**src/rtl/fbp_pkg.sv**
```systemverilog
package fbp_pkg;

  typedef enum logic [3:0] {
    ST_IDLE,
    ST_ERS_ARM,
    ST_ERS_GO,
    ST_POLL_CMD,
    ST_POLL_RD,
    ST_CLR,
    ST_RST,
    ST_VFY,
    ST_PRG_ARM,
    ST_PRG_WAIT,
    ST_PRG_DATA
  } fbp_state_e;

  localparam logic [7:0] CMD_ERS_ARM = 8'h20;
  localparam logic [7:0] CMD_ERS_GO  = 8'hD0;
  localparam logic [7:0] CMD_PRG_ARM = 8'h40;
  localparam logic [7:0] CMD_STAT    = 8'h70;
  localparam logic [7:0] CMD_CLR     = 8'h50;
  localparam logic [7:0] CMD_ARRAY   = 8'hFF;
  localparam logic [7:0] BLANK_BYTE  = 8'hFF;
  localparam int         RDY_BIT     = 7;

endpackage

```
**src/rtl/fbp_limit_cnt.sv**
```systemverilog
module fbp_limit_cnt #(
  parameter int LIMIT = 4,
  localparam int W = (LIMIT > 1) ? $clog2(LIMIT) : 1
) (
  input  logic         clk,
  input  logic         rst_n,
  input  logic         clr_i,
  input  logic         inc_i,
  output logic [W-1:0] cnt_o,
  output logic         last_o
);

  logic [W-1:0] cnt_q;

  always_ff @(posedge clk or negedge rst_n) begin
    if (!rst_n)     cnt_q <= '0;
    else if (clr_i) cnt_q <= '0;
    else if (inc_i) cnt_q <= cnt_q + 1'b1;
  end

  assign cnt_o  = cnt_q;
  assign last_o = (cnt_q == W'(LIMIT - 1));

endmodule

```
**src/rtl/fbp_verify.sv**
```systemverilog
module fbp_verify (
  input  logic       clk,
  input  logic       rst_n,
  input  logic       clr_i,
  input  logic       en_i,
  input  logic [7:0] got_i,
  input  logic [7:0] want_i,
  output logic       miss_o,
  output logic       fail_o
);

  logic fail_q;

  assign miss_o = en_i && (got_i != want_i);

  always_ff @(posedge clk or negedge rst_n) begin
    if (!rst_n)      fail_q <= 1'b0;
    else if (clr_i)  fail_q <= 1'b0;
    else if (miss_o) fail_q <= 1'b1;
  end

  assign fail_o = fail_q;

endmodule

```
**src/rtl/flash_bank_prog.sv**
```systemverilog
module flash_bank_prog
  import fbp_pkg::*;
#(
  parameter int BANK_BYTES = 8192,
  parameter int POLL_LIMIT = 1000000,
  parameter int CLK_HZ     = 100000000,
  parameter int WAIT_NS    = 1000,
  localparam int IDX_W     = $clog2(BANK_BYTES),
  localparam int ADDR_W    = IDX_W + 1
) (
  input  logic              clk,
  input  logic              rst_n,
  input  logic              start_i,
  input  logic              bank_i,
  output logic              src_ready_o,
  output logic [IDX_W-1:0]  src_idx_o,
  input  logic              src_valid_i,
  input  logic [7:0]        src_data_i,
  output logic [ADDR_W-1:0] fl_addr_o,
  output logic [7:0]        fl_wdata_o,
  input  logic [7:0]        fl_rdata_i,
  output logic              fl_we_o,
  output logic              fl_oe_o,
  output logic              busy_o,
  output logic              done_o,
  output logic              timeout_o,
  output logic              vfail_o,
  output logic [2:0]        err_o
);

  localparam int WAIT_RAW = (CLK_HZ / 1000) * WAIT_NS / 1000000;
  localparam int WAIT_CYC = (WAIT_RAW < 1) ? 1 : WAIT_RAW;
  localparam int PW       = (POLL_LIMIT > 1) ? $clog2(POLL_LIMIT) : 1;
  localparam int WW       = (WAIT_CYC > 1) ? $clog2(WAIT_CYC) : 1;

  fbp_state_e state_q, state_d;
  logic       bank_q, erase_ph_q, done_q, to_q;
  logic [2:0] err_q;

  logic idx_clr, idx_inc, idx_last;
  logic poll_clr, poll_inc, poll_last;
  logic wt_clr, wt_inc, wt_last;
  logic [IDX_W-1:0] idx;
  logic [PW-1:0]    poll_cnt;
  logic [WW-1:0]    wt_cnt;

  logic       start_go, vfy_en, vfy_miss, vfy_fail;
  logic [7:0] vfy_want;
  logic       rdy_seen;

  assign start_go = start_i && (state_q == ST_IDLE);
  assign rdy_seen = fl_rdata_i[RDY_BIT];

  fbp_limit_cnt #(.LIMIT(BANK_BYTES)) u_idx (
    .clk(clk), .rst_n(rst_n), .clr_i(idx_clr), .inc_i(idx_inc),
    .cnt_o(idx), .last_o(idx_last));

  fbp_limit_cnt #(.LIMIT(POLL_LIMIT)) u_poll (
    .clk(clk), .rst_n(rst_n), .clr_i(poll_clr), .inc_i(poll_inc),
    .cnt_o(poll_cnt), .last_o(poll_last));

  fbp_limit_cnt #(.LIMIT(WAIT_CYC)) u_wait (
    .clk(clk), .rst_n(rst_n), .clr_i(wt_clr), .inc_i(wt_inc),
    .cnt_o(wt_cnt), .last_o(wt_last));

  assign vfy_en   = (state_q == ST_VFY) && (erase_ph_q || src_valid_i);
  assign vfy_want = erase_ph_q ? BLANK_BYTE : src_data_i;

  fbp_verify u_vfy (
    .clk(clk), .rst_n(rst_n), .clr_i(start_go), .en_i(vfy_en),
    .got_i(fl_rdata_i), .want_i(vfy_want), .miss_o(vfy_miss), .fail_o(vfy_fail));

  always_comb begin
    state_d     = state_q;
    fl_we_o     = 1'b0;
    fl_oe_o     = 1'b0;
    fl_addr_o   = {bank_q, {IDX_W{1'b0}}};
    fl_wdata_o  = 8'h00;
    src_ready_o = 1'b0;
    idx_clr = 1'b0; idx_inc = 1'b0;
    poll_clr = 1'b0; poll_inc = 1'b0;
    wt_clr = 1'b0; wt_inc = 1'b0;
    unique case (state_q)
      ST_IDLE: if (start_i) state_d = ST_ERS_ARM;
      ST_ERS_ARM: begin
        fl_we_o = 1'b1; fl_wdata_o = CMD_ERS_ARM; state_d = ST_ERS_GO;
      end
      ST_ERS_GO: begin
        fl_we_o = 1'b1; fl_wdata_o = CMD_ERS_GO; poll_clr = 1'b1;
        state_d = ST_POLL_CMD;
      end
      ST_POLL_CMD: begin
        fl_we_o = 1'b1; fl_wdata_o = CMD_STAT; state_d = ST_POLL_RD;
      end
      ST_POLL_RD: begin
        fl_oe_o = 1'b1;
        if (rdy_seen) begin
          if (erase_ph_q || idx_last) state_d = ST_CLR;
          else begin
            idx_inc = 1'b1; state_d = ST_PRG_ARM;
          end
        end else if (poll_last) begin
          state_d = ST_CLR;
        end else begin
          poll_inc = 1'b1; state_d = ST_POLL_CMD;
        end
      end
      ST_CLR: begin
        fl_we_o = 1'b1; fl_wdata_o = CMD_CLR; state_d = ST_RST;
      end
      ST_RST: begin
        fl_we_o = 1'b1; fl_wdata_o = CMD_ARRAY; idx_clr = 1'b1;
        state_d = ST_VFY;
      end
      ST_VFY: begin
        fl_addr_o   = {bank_q, idx};
        src_ready_o = !erase_ph_q;
        if (vfy_en) begin
          fl_oe_o = 1'b1;
          if (vfy_miss) state_d = ST_IDLE;
          else if (idx_last) begin
            if (erase_ph_q) begin
              idx_clr = 1'b1; state_d = ST_PRG_ARM;
            end else state_d = ST_IDLE;
          end else idx_inc = 1'b1;
        end
      end
      ST_PRG_ARM: begin
        fl_addr_o = {bank_q, idx}; fl_we_o = 1'b1; fl_wdata_o = CMD_PRG_ARM;
        wt_clr = 1'b1; state_d = ST_PRG_WAIT;
      end
      ST_PRG_WAIT: begin
        wt_inc = 1'b1;
        if (wt_last) state_d = ST_PRG_DATA;
      end
      ST_PRG_DATA: begin
        fl_addr_o   = {bank_q, idx};
        src_ready_o = 1'b1;
        if (src_valid_i) begin
          fl_we_o = 1'b1; fl_wdata_o = src_data_i; poll_clr = 1'b1;
          state_d = ST_POLL_CMD;
        end
      end
      default: state_d = ST_IDLE;
    endcase
  end

  always_ff @(posedge clk or negedge rst_n) begin
    if (!rst_n) begin
      state_q    <= ST_IDLE;
      bank_q     <= 1'b0;
      erase_ph_q <= 1'b0;
      done_q     <= 1'b0;
      to_q       <= 1'b0;
      err_q      <= 3'b000;
    end else begin
      state_q <= state_d;
      if (start_go) begin
        bank_q     <= bank_i;
        erase_ph_q <= 1'b1;
        done_q     <= 1'b0;
        to_q       <= 1'b0;
        err_q      <= 3'b000;
      end
      if (state_q == ST_POLL_RD) begin
        err_q <= err_q | fl_rdata_i[5:3];
        if (!rdy_seen && poll_last) to_q <= 1'b1;
      end
      if (vfy_en && !vfy_miss && idx_last && erase_ph_q) erase_ph_q <= 1'b0;
      if (state_q != ST_IDLE && state_d == ST_IDLE) done_q <= 1'b1;
    end
  end

  assign src_idx_o = idx;
  assign busy_o    = (state_q != ST_IDLE);
  assign done_o    = done_q;
  assign timeout_o = to_q;
  assign vfail_o   = vfy_fail;
  assign err_o     = err_q;

endmodule

```
**config.mk**
```make
export PLATFORM = sky130hd
export DESIGN_NAME = flash_bank_prog
export DESIGN_NICKNAME = d
export VERILOG_FILES = /design/src/rtl/fbp_pkg.sv /design/src/rtl/fbp_limit_cnt.sv /design/src/rtl/fbp_verify.sv /design/src/rtl/flash_bank_prog.sv
export SDC_FILE = /design/constraint.sdc
export NUM_CORES = 1
export LEC_CHECK = 0
export CAP_MARGIN = 20
export CORE_MARGIN = 5
export CORE_UTILIZATION = 45
export CTS_BUF_LIST = sky130_fd_sc_hd__clkbuf_16
export DETAILED_ROUTE_END_ITERATION = 16
export PLACE_DENSITY = 0.77
export SYNTH_ARGS = -nofsm -noshare
export SYNTH_HDL_FRONTEND = slang
export SYNTH_SLANG_ARGS = --single-unit
export TNS_END_PERCENT = 50
```
**constraint.sdc**
```tcl
create_clock -name clk -period 2.5 [get_ports clk]
set_input_delay 0.375 -clock clk [delete_from_list [all_inputs] [get_ports clk]]
set_output_delay 0.375 -clock clk [all_outputs]
set_load 0.01 [all_outputs]
```
==> results.yml, run 1 <==
yosys:
  post_synth_xor_area_fraction_pct: 6.954
  syn-mean-instance-area_um2: 8.566
  synth_area_in_compound_gates_pct: 18.25
  synth.cell_area_um2: 3401
  flip_flop_and_latch_count_after_synthesis: 52
  yosys.cell_types.count: 63
  dominant_combinational_cell_family_by_area_after_synthesis: "simple AND/OR/NAND/NOR gates"
  share_of_synthesized_cell_area_in_and_or_nand_and_nor_gates_pct: 28.92
  synth-main-ff-cell: "sky130_fd_sc_hd__dfrtp_1"
  synth_adder_area_share_pct: 1.104
  yosys_warnings: 0
  synthesis.nets: 421
  muxShareOfSynthArea_pct: 1.545
  netlist_instances: 397
  synth_seq_area_share_pct: 38.26
  synth_async_sr_flop_share_pct: 100.0
  synth-edff-count: 0
cts:
  clock_tree.htree_level_count: 2
  cts_buf_count: 5
  clock_sink_count: 52
  path_clk_slew_ns: 0.06
  clk_root_buffer_cell: "sky130_fd_sc_hd__clkbuf_16"
  cts_tree: "yes"
  post_cts.repair.setup_buffers: 0
  clk_latency_ns: 0.29
  post_cts_hold_buffer_count: 0
  cts_buffer_depth: 2
sta:
  report.final.slew_viol_count: 0
  slew_headroom_pct: 58.35
  min_period_over_period_pct: 97.00
  timing.clock.skew_ns: 0.003227
  unrepaired_setup_endpoints_after_global_routing: "true"
  fmax_ghz: 0.4124
  final_setup_slack_of_the_worst_path_ns: 0.07501
  timing_worst_slew_pin_value_ns: 0.6247
  setup_viol_count_final: 0
  timing.hold.ws_ns: 0.09736
  final-hold-violation-count: 0
  finalCriticalPeriod_ns: 2.425
setup_path:
  worst_path_dominant_cell_family: "compound AO/OA/AOI/OAI gates"
  worst_path_cell_chain: "clkdlybuf4s50_1 -> or3_1 -> a211oi_2 -> o22ai_2 -> o31a_4 -> or4_1 -> a21oi_1"
  setup.worst_path.class: "input port to flip-flop"
  critPathCaptureType: "flip-flop"
  crit_slowest_cell: "sky130_fd_sc_hd__clkdlybuf4s50_1"
  worst-endpoint-arrival_ns: 2.64
  critical_path.max_stage_delay_ns: 0.47
  crit_path_start_kind: "input port"
  cp_data_required_time_ns: 2.71
  cp_max_fo: 8
  timing.critical_path.buf_inv: 1
global_route:
  antenna_violations_before_repair: 0
  grt_util_all_layers_pct: 18.92
  grt_pass1_wl_mm: 15.15
  via_count_of_the_first_global_routing_pass: 3132
  grt_max_degree: 28
  grt_overflow_total: 0
detailed_routing:
  drt_drc_violations_left: 0
  drt-wirelength-per-cell_um: 15.34
  wl_mm: 8.868
  antenna_viol_nets_final: 0
  drt_iter0_markers: 153
  dr.pass1.iters: 4
  vias: 3238
  avgViaCountPerCell: 5.602
outcome:
  run_status: "finished, final reports clean"
die:
  floorplan.die_area_um2: 9395
  starting_density_pct: 46.64
  die_w_um: 96.93
  boundaryPins: 66
  rows: 31
  fp.dieH_um: 96.93
  core-area_um2: 7292
cells_and_area:
  layout.cell_area.non_filler_um2: 4498
  most-common-layout-cells: "sky130_fd_sc_hd__clkdlybuf4s50_1 (62), sky130_fd_sc_hd__dfrtp_1 (51), sky130_fd_sc_hd__nor2_1 (47)"
  share_of_layout_cells_above_drive_strength_1_pct: 12.94
  finish.utilization_pct: 61.69
  antennaDiodeCount: 0
  post_layout_nonfiller_instances: 578
  layout_commonest_cell: "sky130_fd_sc_hd__clkdlybuf4s50_1"
  number_of_nets_in_the_finished_design: 503
  synthToLayoutAreaGrowth_pct: 32.27
power_and_ir_drop:
  total_leakage_power_nw: 1.928
  power_density_nw_per_um2: 744.4
  max_rail_drop_vdd_uv: 322.6
place:
  port-buffer-count: 65
  routability_congestion: 0.9044
  placed_cells_incl_taps: 571
  dp_hpwl_mm: 6.710
  dpl_cell_area_um2: 4347
  dp_worst_setup_slack_ns: -0.1979
flow_run:
  max_cap_violations: 0
min_path:
  min_path_type: "input port to asynchronous set/reset pin"
metal layers:
layer | track usage, % | share of wire, % | up-vias
li1 | - | - | 1597
met1 | 26.08 | 47 | 1558
met2 | 31.05 | 48 | 74
met3 | 3.022 | 4.4 | 9
met4 | 4.644 | 0.91 | 0
met5 | 0 | 0 | -
final timing paths:
kind / startpoint / end / slack [ns] / cells past startpoint
hold reg to reg: err_o[2] / err_o[2] / 0.51 / 2
min in group clk: err_o[2] / err_o[2] / 0.51 / 2
setup / recovery: src_data_i[1] / u_idx.cnt_o[6] / 0.08 / 7
max in group asynchronous: rst_n / u_poll.cnt_o[13] / 1.84 / 2
setup reg to reg: erase_ph_q / u_idx.cnt_o[6] / 0.12 / 6
hold / removal: rst_n / u_idx.cnt_o[9] / 0.1 / 1
power breakdown:
part / switching [mW] / leakage, nW / internal (mW) / total [mW]
clock: 0.287 / 0.0648 / 0.359 / 0.646
combinational: 0.852 / 1.17 / 0.755 / 1.61
sequential: 0.127 / 0.697 / 0.968 / 1.10
worst reg2reg max path, cell delays in order (launching register included):
cell and delay [ns]:
sky130_fd_sc_hd__dfrtp_2 0.49, sky130_fd_sc_hd__or3_1 0.41, sky130_fd_sc_hd__a211oi_2 0.23, sky130_fd_sc_hd__o22ai_2 0.15, sky130_fd_sc_hd__o31a_4 0.40, sky130_fd_sc_hd__or4_1 0.48, sky130_fd_sc_hd__a21oi_1 0.16
Yosys cell counts, types with 3 or more instances:
cell,count,area [um^2]
sky130_fd_sc_hd__xnor2_1,4,35.03
sky130_fd_sc_hd__or3_1,4,25.02
sky130_fd_sc_hd__nand2_1,39,146.4
sky130_fd_sc_hd__a31o_2,3,26.28
sky130_fd_sc_hd__mux2i_1,3,30.03
sky130_fd_sc_hd__dfrtp_1,52,1301
sky130_fd_sc_hd__clkbuf_1,15,56.30
sky130_fd_sc_hd__and3_1,6,37.54
sky130_fd_sc_hd__buf_2,3,15.01
sky130_fd_sc_hd__o31ai_1,5,37.54
sky130_fd_sc_hd__ha_1,3,37.54
sky130_fd_sc_hd__nand4_1,15,93.84
sky130_fd_sc_hd__o21ai_0,15,75.07
sky130_fd_sc_hd__o21a_1,4,30.03
sky130_fd_sc_hd__nand2b_1,8,50.05
sky130_fd_sc_hd__o2111ai_1,5,43.79
sky130_fd_sc_hd__or4_1,3,22.52
sky130_fd_sc_hd__a211oi_1,3,22.52
sky130_fd_sc_hd__inv_1,14,52.55
sky130_fd_sc_hd__nor2_1,48,180.2
sky130_fd_sc_hd__xor2_1,23,201.4
sky130_fd_sc_hd__and4_1,5,43.79
sky130_fd_sc_hd__nand3b_1,3,22.52
sky130_fd_sc_hd__nor3_1,6,30.03
sky130_fd_sc_hd__nor4_1,4,25.02
sky130_fd_sc_hd__nor2b_1,14,87.58
sky130_fd_sc_hd__and2_1,6,37.54
sky130_fd_sc_hd__nand3_1,6,30.03
sky130_fd_sc_hd__a21oi_1,31,155.2
cells by family after synthesis:
| family | count (synthesis) |
|---|---|
| buf+inv | 38 |
| compound gates | 91 |
| fa+ha+maj | 3 |
| simple gates | 181 |
| xor+xnor | 27 |
| mux | 5 |
| flops | 52 |
metrics by stage:
stage          setup TNS, ns  power (mW)
6_report                   0       3.349
4_1_cts                    0       3.361
3_5_place_dp          -1.279       2.705
2_1_floorplan              0       1.975
5_1_grt              -0.3767       3.560
3_3_place_gp         -0.5120       2.657
area by class of cell:
cell class,instances,area (um^2)
clock inverter,2,7.507
multi-input combinational,307,1943
inverter,14,52.55
timing repair buffer,99,943.4
fill,650,2794
tap,99,123.9
sequential,52,1303
clock buffer,5,125.1
state kept, by name (all words and copies together), names as in the netlist:
| name | cells |
|---|---|
| u_poll.cnt_o | 20 |
| u_vfy.fail_o | 1 |
| erase_ph_q | 1 |
| done_o | 1 |
| err_o | 3 |
| timeout_o | 1 |
| u_wait.cnt_o | 7 |
| state_q | 4 |
| bank_q | 1 |
| u_idx.cnt_o | 13 |
repair_timing:
action / 4_1_cts / 5_1_grt
setup endpoints to repair: 13 / 24
pin swaps: 0 / 0
resized for setup: 1 / 5
Note: power is estimated with default switching activity, not from simulation.
==> inputs of run 2 (changes only) <==
- DONT_BUFFER_PORTS: default -> 1
- PLACE_DENSITY: 0.77 -> 0.66
==> run 2 against run 1 <==
Flip-flop and latch count unchanged. Combinational power is 31% lower. Final area down 17%. Critical endpoint unchanged. Core utilization is 10 points lower. Fmax up 0.65%. Clock-buffer cell count is the same.
==> results.yml, run 2 (same netlist as run 1, synthesis figures left out) <==
outcome:
  run_status: "finished, final reports clean"
place:
  routability_congestion: 0.8263
  dpl_cell_area_um2: 3543
  dp_hpwl_mm: 6.116
  port-buffer-count: 0
detailed_routing:
  drt_iter0_markers: 137
  antenna_viol_nets_final: 0
  wl_met1_mm: 3.792
  vias: 2899
  dr_wl_met3_um: 550
  drt_drc_violations_left: 0
  dr.max_layer_used: "met4"
  wl_mm: 8.291
  avgViaCountPerCell: 5.775
  drt-wirelength-per-cell_um: 16.52
  dr.pass1.iters: 4
  met2_length_mm: 3.882
setup_path:
  crit_start: "state_q[1]"
  r2r-end: "u_idx.cnt_o[6]"
  crit_end: "u_idx.cnt_o[6]"
  setup.worst_path.class: "flip-flop to flip-flop"
  cp_max_fo: 9
  regToRegStartpoint: "state_q[1]"
  depth_of_the_worst_register_to_register_path: 6
  crit_path_start_kind: "flip-flop"
  worst-endpoint-arrival_ns: 2.61
  critPathCaptureType: "flip-flop"
  cp_data_required_time_ns: 2.70
  ff2ff_setup_slack_ns: 0.09
power_and_ir_drop:
  max_rail_drop_vdd_uv: 365.9
  power_density_nw_per_um2: 775.8
  total_leakage_power_nw: 1.616
  design_power_total_mw: 2.902
global_route:
  grt_pass1_wl_mm: 14.10
  via_count_of_the_first_global_routing_pass: 2784
  antenna_violations_before_repair: 0
  grt_util_all_layers_pct: 17.85
  grt_max_degree: 53
  grt_overflow_total: 0
sta:
  tns_ns: 0
  min_period_over_period_pct: 96.38
  final-hold-violation-count: 0
  report.final.slew_viol_count: 0
  timing_worst_slew_pin_value_ns: 0.6327
  timing.clock.skew_ns: 0.006358
  fmax_ghz: 0.4150
  slew_headroom_pct: 57.43
  finalCriticalPeriod_ns: 2.409
  setup_viol_count_final: 0
  unrepaired_setup_endpoints_after_global_routing: "false"
cells_and_area:
  layout_commonest_cell: "sky130_fd_sc_hd__dfrtp_1"
  antennaDiodeCount: 0
  finish.utilization_pct: 51.30
  number_of_nets_in_the_finished_design: 426
  synthToLayoutAreaGrowth_pct: 10.01
  nFillCells: 708
  share_of_layout_cells_above_drive_strength_1_pct: 11.41
  largest_register_ffs: 20
  layout.cell_area.non_filler_um2: 3741
  most-common-layout-cells: "sky130_fd_sc_hd__dfrtp_1 (51), sky130_fd_sc_hd__nor2_1 (47), sky130_fd_sc_hd__nand2_1 (39)"
cts:
  path_clk_slew_ns: 0.06
  clock_tree.htree_level_count: 2
  clk_latency_ns: 0.29
  cts_buf_count: 5
  clock_sink_count: 52
  clk_root_buffer_cell: "sky130_fd_sc_hd__clkbuf_16"
  cts_buffer_depth: 2
  cts_tree: "yes"
die:
  starting_density_pct: 46.64
  core-area_um2: 7292
  rows: 31
  die_w_um: 96.93
  boundaryPins: 66
  fp.dieH_um: 96.93
  floorplan.die_area_um2: 9395
flow_run:
  max_cap_violations: 0
min_path:
  min_path_type: "input port to flip-flop"
  worstHoldPathCells: 2
run 2: power by group:
group          internal (mW)  switching [mW]
clock network          0.361           0.288
logic                  0.403           0.711
registers              0.968           0.172
total                   1.73            1.17
run 2: worst min path at each step:
| stage | from | end |
|---|---|---|
| 2_1_floorplan | rst_n | bank_q |
| 3_3_place_gp | rst_n | u_idx.cnt_o[7] |
| 3_5_place_dp | rst_n | u_poll.cnt_o[7] |
| 4_1_cts | bank_i | bank_q |
| 5_1_grt | bank_i | bank_q |
| 6_report | bank_i | bank_q |
run 2: repair_timing:
item,in CTS,in global routing
buffers inserted,0,2
endpoints found under the setup margin,13,14
resized for setup,1,2
hold buffers,2,0
pin swaps,0,0
hold endpoints to repair,52,0
run 2: area by class of cell:
| class | count | area (um^2) | share of cell area [%] |
|---|---|---|---|
| clock buffers | 5 | 125.1 | 3.344 |
| clock inverters | 3 | 11.26 | 0.3010 |
| inverters | 14 | 52.55 | 1.405 |
| multi-input cells | 307 | 1938 | 51.81 |
| flip-flops and latches | 52 | 1303 | 34.82 |
| well taps | 99 | 123.9 | 3.311 |
| repair buffers | 22 | 187.7 | 5.017 |
run 2: critical path, cell delays in order (launching register included):
cell and delay, ns:
sky130_fd_sc_hd__dfrtp_1 0.49, sky130_fd_sc_hd__nand2_1 0.18, sky130_fd_sc_hd__nor2_1 0.27, sky130_fd_sc_hd__o21ai_0 0.27, sky130_fd_sc_hd__o31a_4 0.45, sky130_fd_sc_hd__or4_1 0.47
sky130_fd_sc_hd__a21oi_1 0.19
run 2: layer usage:
layer  track usage, %  up-vias
met5                0        -
met4            4.212        0
met3            4.964        5
met2            28.08       66
met1            24.39     1401
li1                 -     1427
run 2: through the flow:
stage | worst slack, ns | hold WS, ns | instances
2_1_floorplan | 0.3735 | 0.07941 | 397
3_3_place_gp | 0.1821 | 0.08116 | 490
3_5_place_dp | 0.07117 | 0.08080 | 490
4_1_cts | 0.05363 | 0.2080 | 500
5_1_grt | 0.005897 | 0.2081 | 502
6_report | 0.09056 | 0.2111 | 502
==> inputs of run 3 (changes only) <==
- CORE_MARGIN: 5 -> 2
- SETUP_SLACK_MARGIN: default -> 0.1
==> run 3 against run 2 <==
Clock-buffer cell count is the same. Sequential power is essentially flat. First-iteration DRC count grew 45%. Worst setup slack gained 0.031 ns. Routed wire length grew 0.59%. Fmax grew 1.3%. Final cell count grew 0.40%. Worst hold slack lost 0.020 ns. Largest cell class unchanged.
==> results.yml, run 3 (same netlist as run 1, synthesis figures left out) <==
outcome:
  run_status: "finished, final reports clean"
global_route:
  grt_max_degree: 53
  grt_util_all_layers_pct: 20.12
  grt_overflow_total: 0
  antenna_violations_before_repair: 0
  grt_pass1_wl_mm: 13.69
  via_count_of_the_first_global_routing_pass: 2783
power_and_ir_drop:
  design_power_total_mw: 2.954
  power_density_nw_per_um2: 773.2
  sw_frac_of_total_pct: 40.69
  power.share.combinational_pct: 39.2
  max_rail_drop_vdd_uv: 320.8
  p_clk_share_pct: 22.6
  p_sw_mw: 1.202
  cell_internal_pwr_mw: 1.752
  seq_power_share_pct: 38.3
  total_leakage_power_nw: 1.629
cts:
  cts_tree: "yes"
  path_clk_slew_ns: 0.07
  clock_sink_count: 52
  cts_buf_count: 5
  clk_latency_ns: 0.30
  clk_root_buffer_cell: "sky130_fd_sc_hd__clkbuf_16"
  cts_buffer_depth: 2
  clock_tree.htree_level_count: 2
setup_path:
  worst_path_dominant_cell_family: "simple AND/OR/NAND/NOR gates"
  timing.critical_path.buf_inv: 1
  depth_of_the_worst_register_to_register_path: 7
  setup.worst_path.class: "flip-flop to flip-flop"
  ff2ff_setup_slack_ns: 0.12
  regToRegStartpoint: "erase_ph_q"
  critical_path.max_stage_delay_ns: 0.46
  cp_max_fo: 8
  cp_data_required_time_ns: 2.72
  r2r-end: "u_idx.cnt_o[8]"
  worst-endpoint-arrival_ns: 2.59
  worst_path_cell_chain: "buf_6 -> or3_4 -> a21oi_4 -> o22ai_4 -> o31a_4 -> or4_1 -> a21oi_1"
  critPathCaptureType: "flip-flop"
  crit_path_start_kind: "flip-flop"
  crit_slowest_cell: "sky130_fd_sc_hd__dfrtp_2"
cells_and_area:
  number_of_nets_in_the_finished_design: 428
  share_of_layout_cells_above_drive_strength_1_pct: 13.58
  most-common-layout-cells: "sky130_fd_sc_hd__dfrtp_1 (51), sky130_fd_sc_hd__nor2_1 (46), sky130_fd_sc_hd__nand2_1 (39)"
  finish.utilization_pct: 52.39
  layout_commonest_cell: "sky130_fd_sc_hd__dfrtp_1"
  antennaDiodeCount: 0
  layout.cell_area.non_filler_um2: 3820
  post_layout_nonfiller_instances: 504
  synthToLayoutAreaGrowth_pct: 12.33
  largest_register_ffs: 20
sta:
  final_setup_slack_of_the_worst_path_ns: 0.1215
  fmax_ghz: 0.4204
  report.final.slew_viol_count: 0
  setup_viol_count_final: 0
  tns_ns: 0
  min_period_over_period_pct: 95.14
  timing.clock.skew_ns: 0.007355
  timing_worst_slew_pin_value_ns: 0.5985
  unrepaired_setup_endpoints_after_global_routing: "true"
  final-hold-violation-count: 0
  slew_headroom_pct: 59.73
  finalCriticalPeriod_ns: 2.378
  timing.hold.ws_ns: 0.1909
place:
  port-buffer-count: 0
  dp_hpwl_mm: 5.820
  dpl_cell_area_um2: 3543
  routability_congestion: 0.8384
  placed_cells_incl_taps: 490
  dp_worst_setup_slack_ns: 0.08058
die:
  rows: 31
  core-area_um2: 7292
  starting_density_pct: 46.64
  fp.dieH_um: 90.93
  boundaryPins: 66
  die_w_um: 90.93
  floorplan.die_area_um2: 8268
flow_run:
  max_cap_violations: 0
detailed_routing:
  vias: 2979
  antenna_viol_nets_final: 0
  drt_drc_violations_left: 0
  drt-wirelength-per-cell_um: 16.55
  wl_mm: 8.340
  drt_iter0_markers: 198
  avgViaCountPerCell: 5.911
  dr.pass1.iters: 4
min_path:
  worstHoldPathCells: 2
  min-delay-start: "bank_i"
  min_path_type: "input port to flip-flop"
  whs_endpoint: "bank_q"
run 3: final cells by class:
| type | count | area (um^2) |
|---|---|---|
| clock buffers | 5 | 125.1 |
| clock inverters | 3 | 11.26 |
| fillers | 713 | 3472 |
| inverters | 14 | 52.55 |
| multi-input cells | 308 | 2006 |
| flip-flops and latches | 52 | 1303 |
| well taps | 99 | 123.9 |
| repair buffers | 23 | 198.9 |
run 3: timing repair:
| action | 4_1_cts | 5_1_grt |
|---|---|---|
| buffers inserted | 0 | 3 |
| cloned | 0 | 1 |
| pin swaps | 0 | 6 |
| hold buffers | 2 | 0 |
| hold endpoints to repair | 52 | 0 |
| gates resized for setup | 1 | 14 |
| endpoints found under the setup margin | 16 | 27 |
run 3: how the worst max path moves through the flow:
stage,to,start,cells past startpoint,slack [ns]
after floorplan,u_idx.cnt_o[8],erase_ph_q,7,0.37
after global placement,u_idx.cnt_o[6],erase_ph_q,6,0.18
after detailed placement,u_idx.cnt_o[10],erase_ph_q,6,0.08
after CTS,u_idx.cnt_o[6],erase_ph_q,6,0.07
after global routing,u_idx.cnt_o[8],erase_ph_q,7,0.05
final,u_idx.cnt_o[8],erase_ph_q,7,0.12
run 3: per-layer routing:
| layer | wire, um | track usage (%) | vias up |
|---|---|---|---|
| met4 | 123 | 6.187 | 0 |
| met3 | 555 | 5.477 | 7 |
| met2 | 3838 | 31.42 | 83 |
| met5 | 0 | 0 | - |
| met1 | 3823 | 27.29 | 1446 |
| li1 | - | - | 1443 |
run 3: power groups by stage:
| stage | Combinational [mW] | Sequential (mW) | Clock, mW |
|---|---|---|---|
| CTS | 1.12 | 1.13 | 0.683 |
| global placement | 1.06 | 1.15 | 0 |
| finish | 1.16 | 1.13 | 0.666 |
| detailed placement | 1.09 | 1.15 | 0 |
| floorplan | 0.877 | 1.10 | 0 |
| global route | 1.29 | 1.15 | 0.722 |
